<file path="config.mk">
export PLATFORM = sky130hd
export DESIGN_NAME = memmap_cfg
export DESIGN_NICKNAME = d
export VERILOG_FILES = /design/src/rtl/memmap_pkg.sv /design/src/rtl/memmap_unlock_fsm.sv /design/src/rtl/memmap_sel_reg.sv /design/src/rtl/memmap_window_decode.sv /design/src/rtl/memmap_cfg.sv
export SDC_FILE = /design/constraint.sdc
export NUM_CORES = 1
export LEC_CHECK = 0
export ABC_CLOCK_PERIOD_IN_PS = 2400
export BUFFER_PORTS_ARGS = -buffer_cell sky130_fd_sc_hd__buf_4
export CORE_MARGIN = 8
export CORE_UTILIZATION = 30
export CTS_BUF_LIST = sky130_fd_sc_hd__clkbuf_8
export CTS_CLUSTER_DIAMETER = 150
export DETAILED_ROUTE_END_ITERATION = 10
export HOLD_SLACK_MARGIN = 0.1
export PLACE_DENSITY = 0.69
export SLEW_MARGIN = 20
export SYNTH_ARGS = -nofsm -noshare
export SYNTH_HDL_FRONTEND = slang
export SYNTH_SLANG_ARGS = --single-unit
</file>
<file path="constraint.sdc">
create_clock -name clk -period 2.4 [get_ports clk]
set_clock_uncertainty 0.1 [all_clocks]
set_input_delay 0.24 -clock clk [delete_from_list [all_inputs] [get_ports clk]]
set_output_delay 0.24 -clock clk [all_outputs]
set_load 0.05 [all_outputs]
</file>
<file path="src/rtl/memmap_pkg.sv">
package memmap_pkg;

    // Unlock sequencing states
    typedef enum logic [0:0] {
        ST_LOCKED = 1'b0,
        ST_ARMED  = 1'b1
    } unlock_st_e;

    localparam int SEL_W = 3;
    typedef logic [SEL_W-1:0] sel_t;

    // Decode result, exactly one bit set
    typedef struct packed {
        logic rom;
        logic ram;
        logic ext;
    } region_t;

    // Codes 011 and 111 are reserved and can never be stored
    function automatic logic sel_legal(input sel_t s);
        return !((s == 3'b011) || (s == 3'b111));
    endfunction

    // Selections that carry the large RAM window
    function automatic logic sel_big_ram(input sel_t s);
        return (s == 3'b000) || (s == 3'b001) || (s == 3'b110);
    endfunction

endpackage

</file>
<file path="src/rtl/memmap_unlock_fsm.sv">
module memmap_unlock_fsm
    import memmap_pkg::*;
#(
    parameter int              DW       = 8,
    parameter int              RA_W     = 8,
    parameter logic [RA_W-1:0] REG_ADDR = 'h63,
    parameter logic [DW-1:0]   KEY      = 'h55
) (
    input  logic            clk,
    input  logic            rst_n,
    input  logic            wr,
    input  logic [RA_W-1:0] addr,
    input  logic [DW-1:0]   wdata,
    output logic            armed,
    output logic            commit
);

    unlock_st_e state, state_nxt;
    logic       hit;
    logic       upper_clear;

    assign hit         = (addr == REG_ADDR);
    assign upper_clear = (wdata[DW-1:SEL_W] == '0);

    // State register
    always_ff @(posedge clk or negedge rst_n) begin
        if (!rst_n) state <= ST_LOCKED;
        else        state <= state_nxt;
    end

    // Transitions: ARM, COMMIT/ABORT, HOLD
    always_comb begin
        state_nxt = state;
        unique case (state)
            ST_LOCKED: if (wr && hit && (wdata == KEY)) state_nxt = ST_ARMED;
            ST_ARMED:  if (wr)                          state_nxt = ST_LOCKED;
            default:                                    state_nxt = ST_LOCKED;
        endcase
    end

    // Outputs
    always_comb begin
        armed  = 1'b0;
        commit = 1'b0;
        unique case (state)
            ST_LOCKED: begin
                armed  = 1'b0;
                commit = 1'b0;
            end
            ST_ARMED: begin
                armed  = 1'b1;
                commit = wr && hit && upper_clear && sel_legal(wdata[SEL_W-1:0]);
            end
            default: begin
                armed  = 1'b0;
                commit = 1'b0;
            end
        endcase
    end

endmodule

</file>
<file path="src/rtl/memmap_sel_reg.sv">
module memmap_sel_reg
    import memmap_pkg::*;
#(
    parameter int              DW       = 8,
    parameter int              RA_W     = 8,
    parameter logic [RA_W-1:0] REG_ADDR = 'h63
) (
    input  logic            clk,
    input  logic            rst_n,
    input  logic            commit,
    input  sel_t            new_sel,
    input  logic            rd,
    input  logic [RA_W-1:0] addr,
    output sel_t            sel,
    output logic [DW-1:0]   rdata
);

    localparam int PAD_W = DW - SEL_W;

    always_ff @(posedge clk or negedge rst_n) begin
        if (!rst_n)      sel <= '0;
        else if (commit) sel <= new_sel;
    end

    always_comb begin
        if (rd && (addr == REG_ADDR)) rdata = {{PAD_W{1'b0}}, sel};
        else                          rdata = '0;
    end

endmodule

</file>
<file path="src/rtl/memmap_window_decode.sv">
module memmap_window_decode
    import memmap_pkg::*;
#(
    parameter int PA_W = 20
) (
    input  sel_t            sel,
    input  logic [PA_W-1:0] paddr,
    output region_t         region
);

    localparam logic [PA_W-1:0] RAM_LO     = PA_W'('h00080);
    localparam logic [PA_W-1:0] RAM_HI_BIG = PA_W'('h00FFF);
    localparam logic [PA_W-1:0] RAM_HI_SML = PA_W'('h0087F);
    localparam logic [PA_W-1:0] TOP_64K    = PA_W'('h0FFFF);
    localparam logic [PA_W-1:0] TOP_128K   = PA_W'('h1FFFF);

    logic [PA_W-1:0] rom_lo, rom_hi, ram_hi;
    logic            rom_en, in_rom, in_ram;

    always_comb begin
        rom_en = 1'b1;
        unique case (sel)
            3'b000:  begin rom_lo = PA_W'('h01000); rom_hi = TOP_128K; end
            3'b001:  begin rom_lo = PA_W'('h02000); rom_hi = TOP_128K; end
            3'b010:  begin rom_lo = PA_W'('h01000); rom_hi = TOP_64K;  end
            3'b100:  begin rom_lo = PA_W'('h08000); rom_hi = TOP_64K;  end
            3'b101:  begin rom_lo = PA_W'('h0C000); rom_hi = TOP_64K;  end
            3'b110:  begin rom_lo = PA_W'('h08000); rom_hi = TOP_128K; end
            default: begin rom_lo = '0; rom_hi = '0; rom_en = 1'b0; end
        endcase
        ram_hi = sel_big_ram(sel) ? RAM_HI_BIG : RAM_HI_SML;
    end

    assign in_rom = rom_en && (paddr >= rom_lo) && (paddr <= rom_hi);
    assign in_ram = (paddr >= RAM_LO) && (paddr <= ram_hi);

    always_comb begin
        region.rom = in_rom;
        region.ram = in_ram && !in_rom;
        region.ext = !in_rom && !in_ram;
    end

endmodule

</file>
<file path="src/rtl/memmap_cfg.sv">
module memmap_cfg
    import memmap_pkg::*;
#(
    parameter int              DW       = 8,
    parameter int              RA_W     = 8,
    parameter int              PA_W     = 20,
    parameter logic [RA_W-1:0] REG_ADDR = 'h63,
    parameter logic [DW-1:0]   KEY      = 'h55
) (
    input  logic            clk,
    input  logic            rst_n,
    input  logic            bus_wr,
    input  logic            bus_rd,
    input  logic [RA_W-1:0] bus_addr,
    input  logic [DW-1:0]   bus_wdata,
    output logic [DW-1:0]   bus_rdata,
    output logic [2:0]      sel_code,
    input  logic [PA_W-1:0] probe_addr,
    output logic            probe_rom,
    output logic            probe_ram,
    output logic            probe_ext
);

    logic    key_armed;
    logic    do_commit;
    sel_t    cur_sel;
    region_t region;

    memmap_unlock_fsm #(
        .DW(DW), .RA_W(RA_W), .REG_ADDR(REG_ADDR), .KEY(KEY)
    ) u_fsm (
        .clk    (clk),
        .rst_n  (rst_n),
        .wr     (bus_wr),
        .addr   (bus_addr),
        .wdata  (bus_wdata),
        .armed  (key_armed),
        .commit (do_commit)
    );

    memmap_sel_reg #(
        .DW(DW), .RA_W(RA_W), .REG_ADDR(REG_ADDR)
    ) u_reg (
        .clk     (clk),
        .rst_n   (rst_n),
        .commit  (do_commit),
        .new_sel (bus_wdata[SEL_W-1:0]),
        .rd      (bus_rd),
        .addr    (bus_addr),
        .sel     (cur_sel),
        .rdata   (bus_rdata)
    );

    memmap_window_decode #(
        .PA_W(PA_W)
    ) u_dec (
        .sel    (cur_sel),
        .paddr  (probe_addr),
        .region (region)
    );

    assign sel_code  = cur_sel;
    assign probe_rom = region.rom;
    assign probe_ram = region.ram;
    assign probe_ext = region.ext;

endmodule

</file>
==> impl_metrics.json <==
{
  "viasPerCell": 5.14,
  "rsz0062_at_grt": "yes",
  "cts.path.max_buffers": 2,
  "worstPathMaxFanout": 5,
  "drtIter0Drc": 27,
  "cts_buffers": 3,
  "synth.most_common_cell": "ha_1",
  "yosysTopAreaCell": "ha_1",
  "dp_cells": 233,
  "violations": "negative setup slack",
  "final_nets": 259,
  "core_sq_um": 3260,
  "fillers": 313,
  "p_per_area_nw_per_um2": 205,
  "ys_top_cells_by_count": "ha_1, nand2_1, a21oi_1, nor2_1",
  "p_int_uw": 260,
  "wire_per_inst_um": 14.9,
  "reg2reg_depth": 3,
  "synthCells": 120,
  "h-tree-depth": 1,
  "grt_usage_pct": 13.5,
  "period_needed_ns": 2.94,
  "drive_above_1_share_pct": 54.9,
  "dieHeight_um": 73.3,
  "required_ns": 2.06,
  "yosysSeqAreaShare_pct": 10.2,
  "initial_core_util_pct": 30.3,
  "synth_area_leaders": "ha_1, dfrtp_1, a21oi_1",
  "num_vias": 1239,
  "clock-sinks": 4,
  "place.gp.congestion": 0.837,
  "grt_overflow": 0,
  "worstPathArrival_ns": 2.60,
  "combinationalPowerShare_pct": 43.2,
  "grt_pass1_wl_mm": 5.89,
  "switchingPower_uw": 120,
  "synth-async-reset-ratio_pct": 100,
  "cp-start-kind": "register",
  "grt_max_degree": 8,
  "swShare_pct": 31.5,
  "setup.worst_path.end_class": "output pin",
  "rr_startpoint": "u_fsm.state",
  "synth_edf_count": 0,
  "dieArea_sq_um": 5380,
  "worstHoldEndpoint": "u_fsm.state",
  "finalSetupViolations": 3,
  "min_path_type": "input port to register",
  "worstHoldStart": "bus_wdata[1]",
  "place_area_sq_um": 1580,
  "finalMaxSlewViolations": 0,
  "outcome": "complete, but fails checks",
  "fin_util_pct": 57.0,
  "synth_seq_cells": 4,
  "yosysWarnings": 0,
  "fin_ws_ns": -0.545,
  "row_count": 21,
  "ios": 54,
  "cts_tree": "yes",
  "synthDistinctLibCells": 43,
  "drtPass1Iterations": 4,
  "grt_pass1_vias": 1423,
  "remaining_drc_errors": 0,
  "peakVddDrop_uv": 276,
  "dp_hpwl_mm": 2.99,
  "ff2ff_setup_slack_ns": 1.19,
  "clk_pin_slew_worst_paths_ns": 0.04,
  "area_delta_synth_final_pct": 88.2,
  "fmax_mhz": 340,
  "ant_nets": 0,
  "final_area_sq_um": 1860,
  "worst_r2r_endpoint": "u_reg.sel[2]",
  "clock_latency_ns": 0.22,
  "maxCapViolations": 0,
  "synth_flop_cell": "dfrtp_1",
  "holdPathStages": 2,
  "io_buffers": 48,
  "tns_ns": -1.57,
  "synth_top_area_share_pct": 29.2,
  "drt-total-wl_mm": 3.60,
  "post-place-ws_ns": -0.408,
  "critPathKind": "register to output pin",
  "hold_violations": 0,
  "clockRootBuffer": "clkbuf_8",
  "layout.cells.non_filler": 241,
  "synth.avg_cell_area_sq_um": 8.22,
  "synth_area_sq_um": 986,
  "antenna_found_initial": 0,
  "leakage_uw": 0.000882,
  "timing.final.crit_share_pct": 123,
  "diodes": 0,
  "power_frac_clock_pct": 38.9,
  "die_w_um": 73.3,
  "pwr-share-seq_pct": 17.9
}
## sequential cells by signal, summed over array words and instances (netlist names)
signal,cells
u_fsm.state,1
u_reg.sel,3
## layout make-up
class	instances	area, sq um	area share [%]
Inverter	5	23.8	1.28
Timing Repair Buffer	73	589	31.8
Sequential cell	4	104	5.60
Clock buffer	3	41.3	2.23
Clock inverter	1	3.75	0.202
Tap cell	46	57.6	3.10
Multi-Input combinational cell	109	1040	55.8
## per-layer routing
layer	up-vias	global-route usage (%)	part of all wire, %
met3	8	5.18	7.8
met1	573	13.6	39
met2	50	24.8	51
met4	0	4.21	1.7
li1	608	-	-
met5	-	0	0
## cell families (layout without fill, tap and decap cells)
| kind of cell | Yosys count | in the layout | synth area share [%] |
|---|---|---|---|
| compound gates | 30 | 30 | 22.2 |
| buf+inv | 11 | 82 | 6.09 |
| other cells | 1 | 5 | 0.380 |
| flops | 4 | 4 | 10.2 |
| fa+ha+maj | 23 | 23 | 29.2 |
| mux | 3 | 3 | 3.43 |
| simple gates | 48 | 48 | 28.6 |
## how the worst max path moves through the flow
stage               cells after the start  slack (ns)         start   endpoint
finish                                  8       -0.54  u_reg.sel[0]  probe_rom
global route                            8       -0.65  u_reg.sel[0]  probe_rom
CTS                                     9       -0.53  u_reg.sel[0]  probe_ext
detailed placement                     11       -0.41  u_reg.sel[1]  probe_ram
global placement                        8       -0.36  u_reg.sel[1]  probe_rom
floorplan                               8       -0.53  u_reg.sel[1]  probe_ext
## repair_timing
action,4_1_cts,5_1_grt
endpoints found under the setup margin,3,3
buffers inserted,3,0
endpoints found under the hold margin,4,0
pin swaps,10,14
gates resized for setup,21,17
hold buffers,1,0
## per-stage QoR
step | total power (uW) | hold WS, ns
2_1_floorplan | 134 | -0.156
3_3_place_gp | 206 | -0.0632
3_5_place_dp | 212 | -0.0623
4_1_cts | 373 | 0.126
5_1_grt | 405 | 0.142
6_report | 380 | 0.132
## critical path, stage by stage, from the launching register on
cell,delay (ns)
dfrtp_2,0.43
nor2_2,0.05
ha_1,0.27
or4b_4,0.47
nor4_4,0.22
a41oi_2,0.17
a211oi_4,0.40
and2_4,0.22
buf_8,0.14
## placed cells by master (no fill, tap or decap), types with 2 or more instances in the layout
cell,n
o21ai_1,2
nand2_1,10
clkbuf_8,3
or4_1,2
nor2_1,5
and3_1,3
conb_1,5
a21oi_2,3
nor4_4,2
ha_4,6
o21ai_0,3
buf_4,65
nor2b_1,2
a21oi_1,6
nor2_2,2
mux2_1,3
dfrtp_2,3
buf_6,5
ha_1,17
nor4_1,2
inv_1,5
nand4_1,4
## power groups by stage
stage | sequential, uW | clock, uW | combinational [uW]
detailed placement | 68.6 | 0 | 143
CTS | 67.9 | 151 | 154
finish | 67.9 | 148 | 164
global placement | 68.6 | 0 | 137
global route | 67.8 | 158 | 179
floorplan | 68.7 | 0 | 65.1
(Power assumes the default switching activity.)
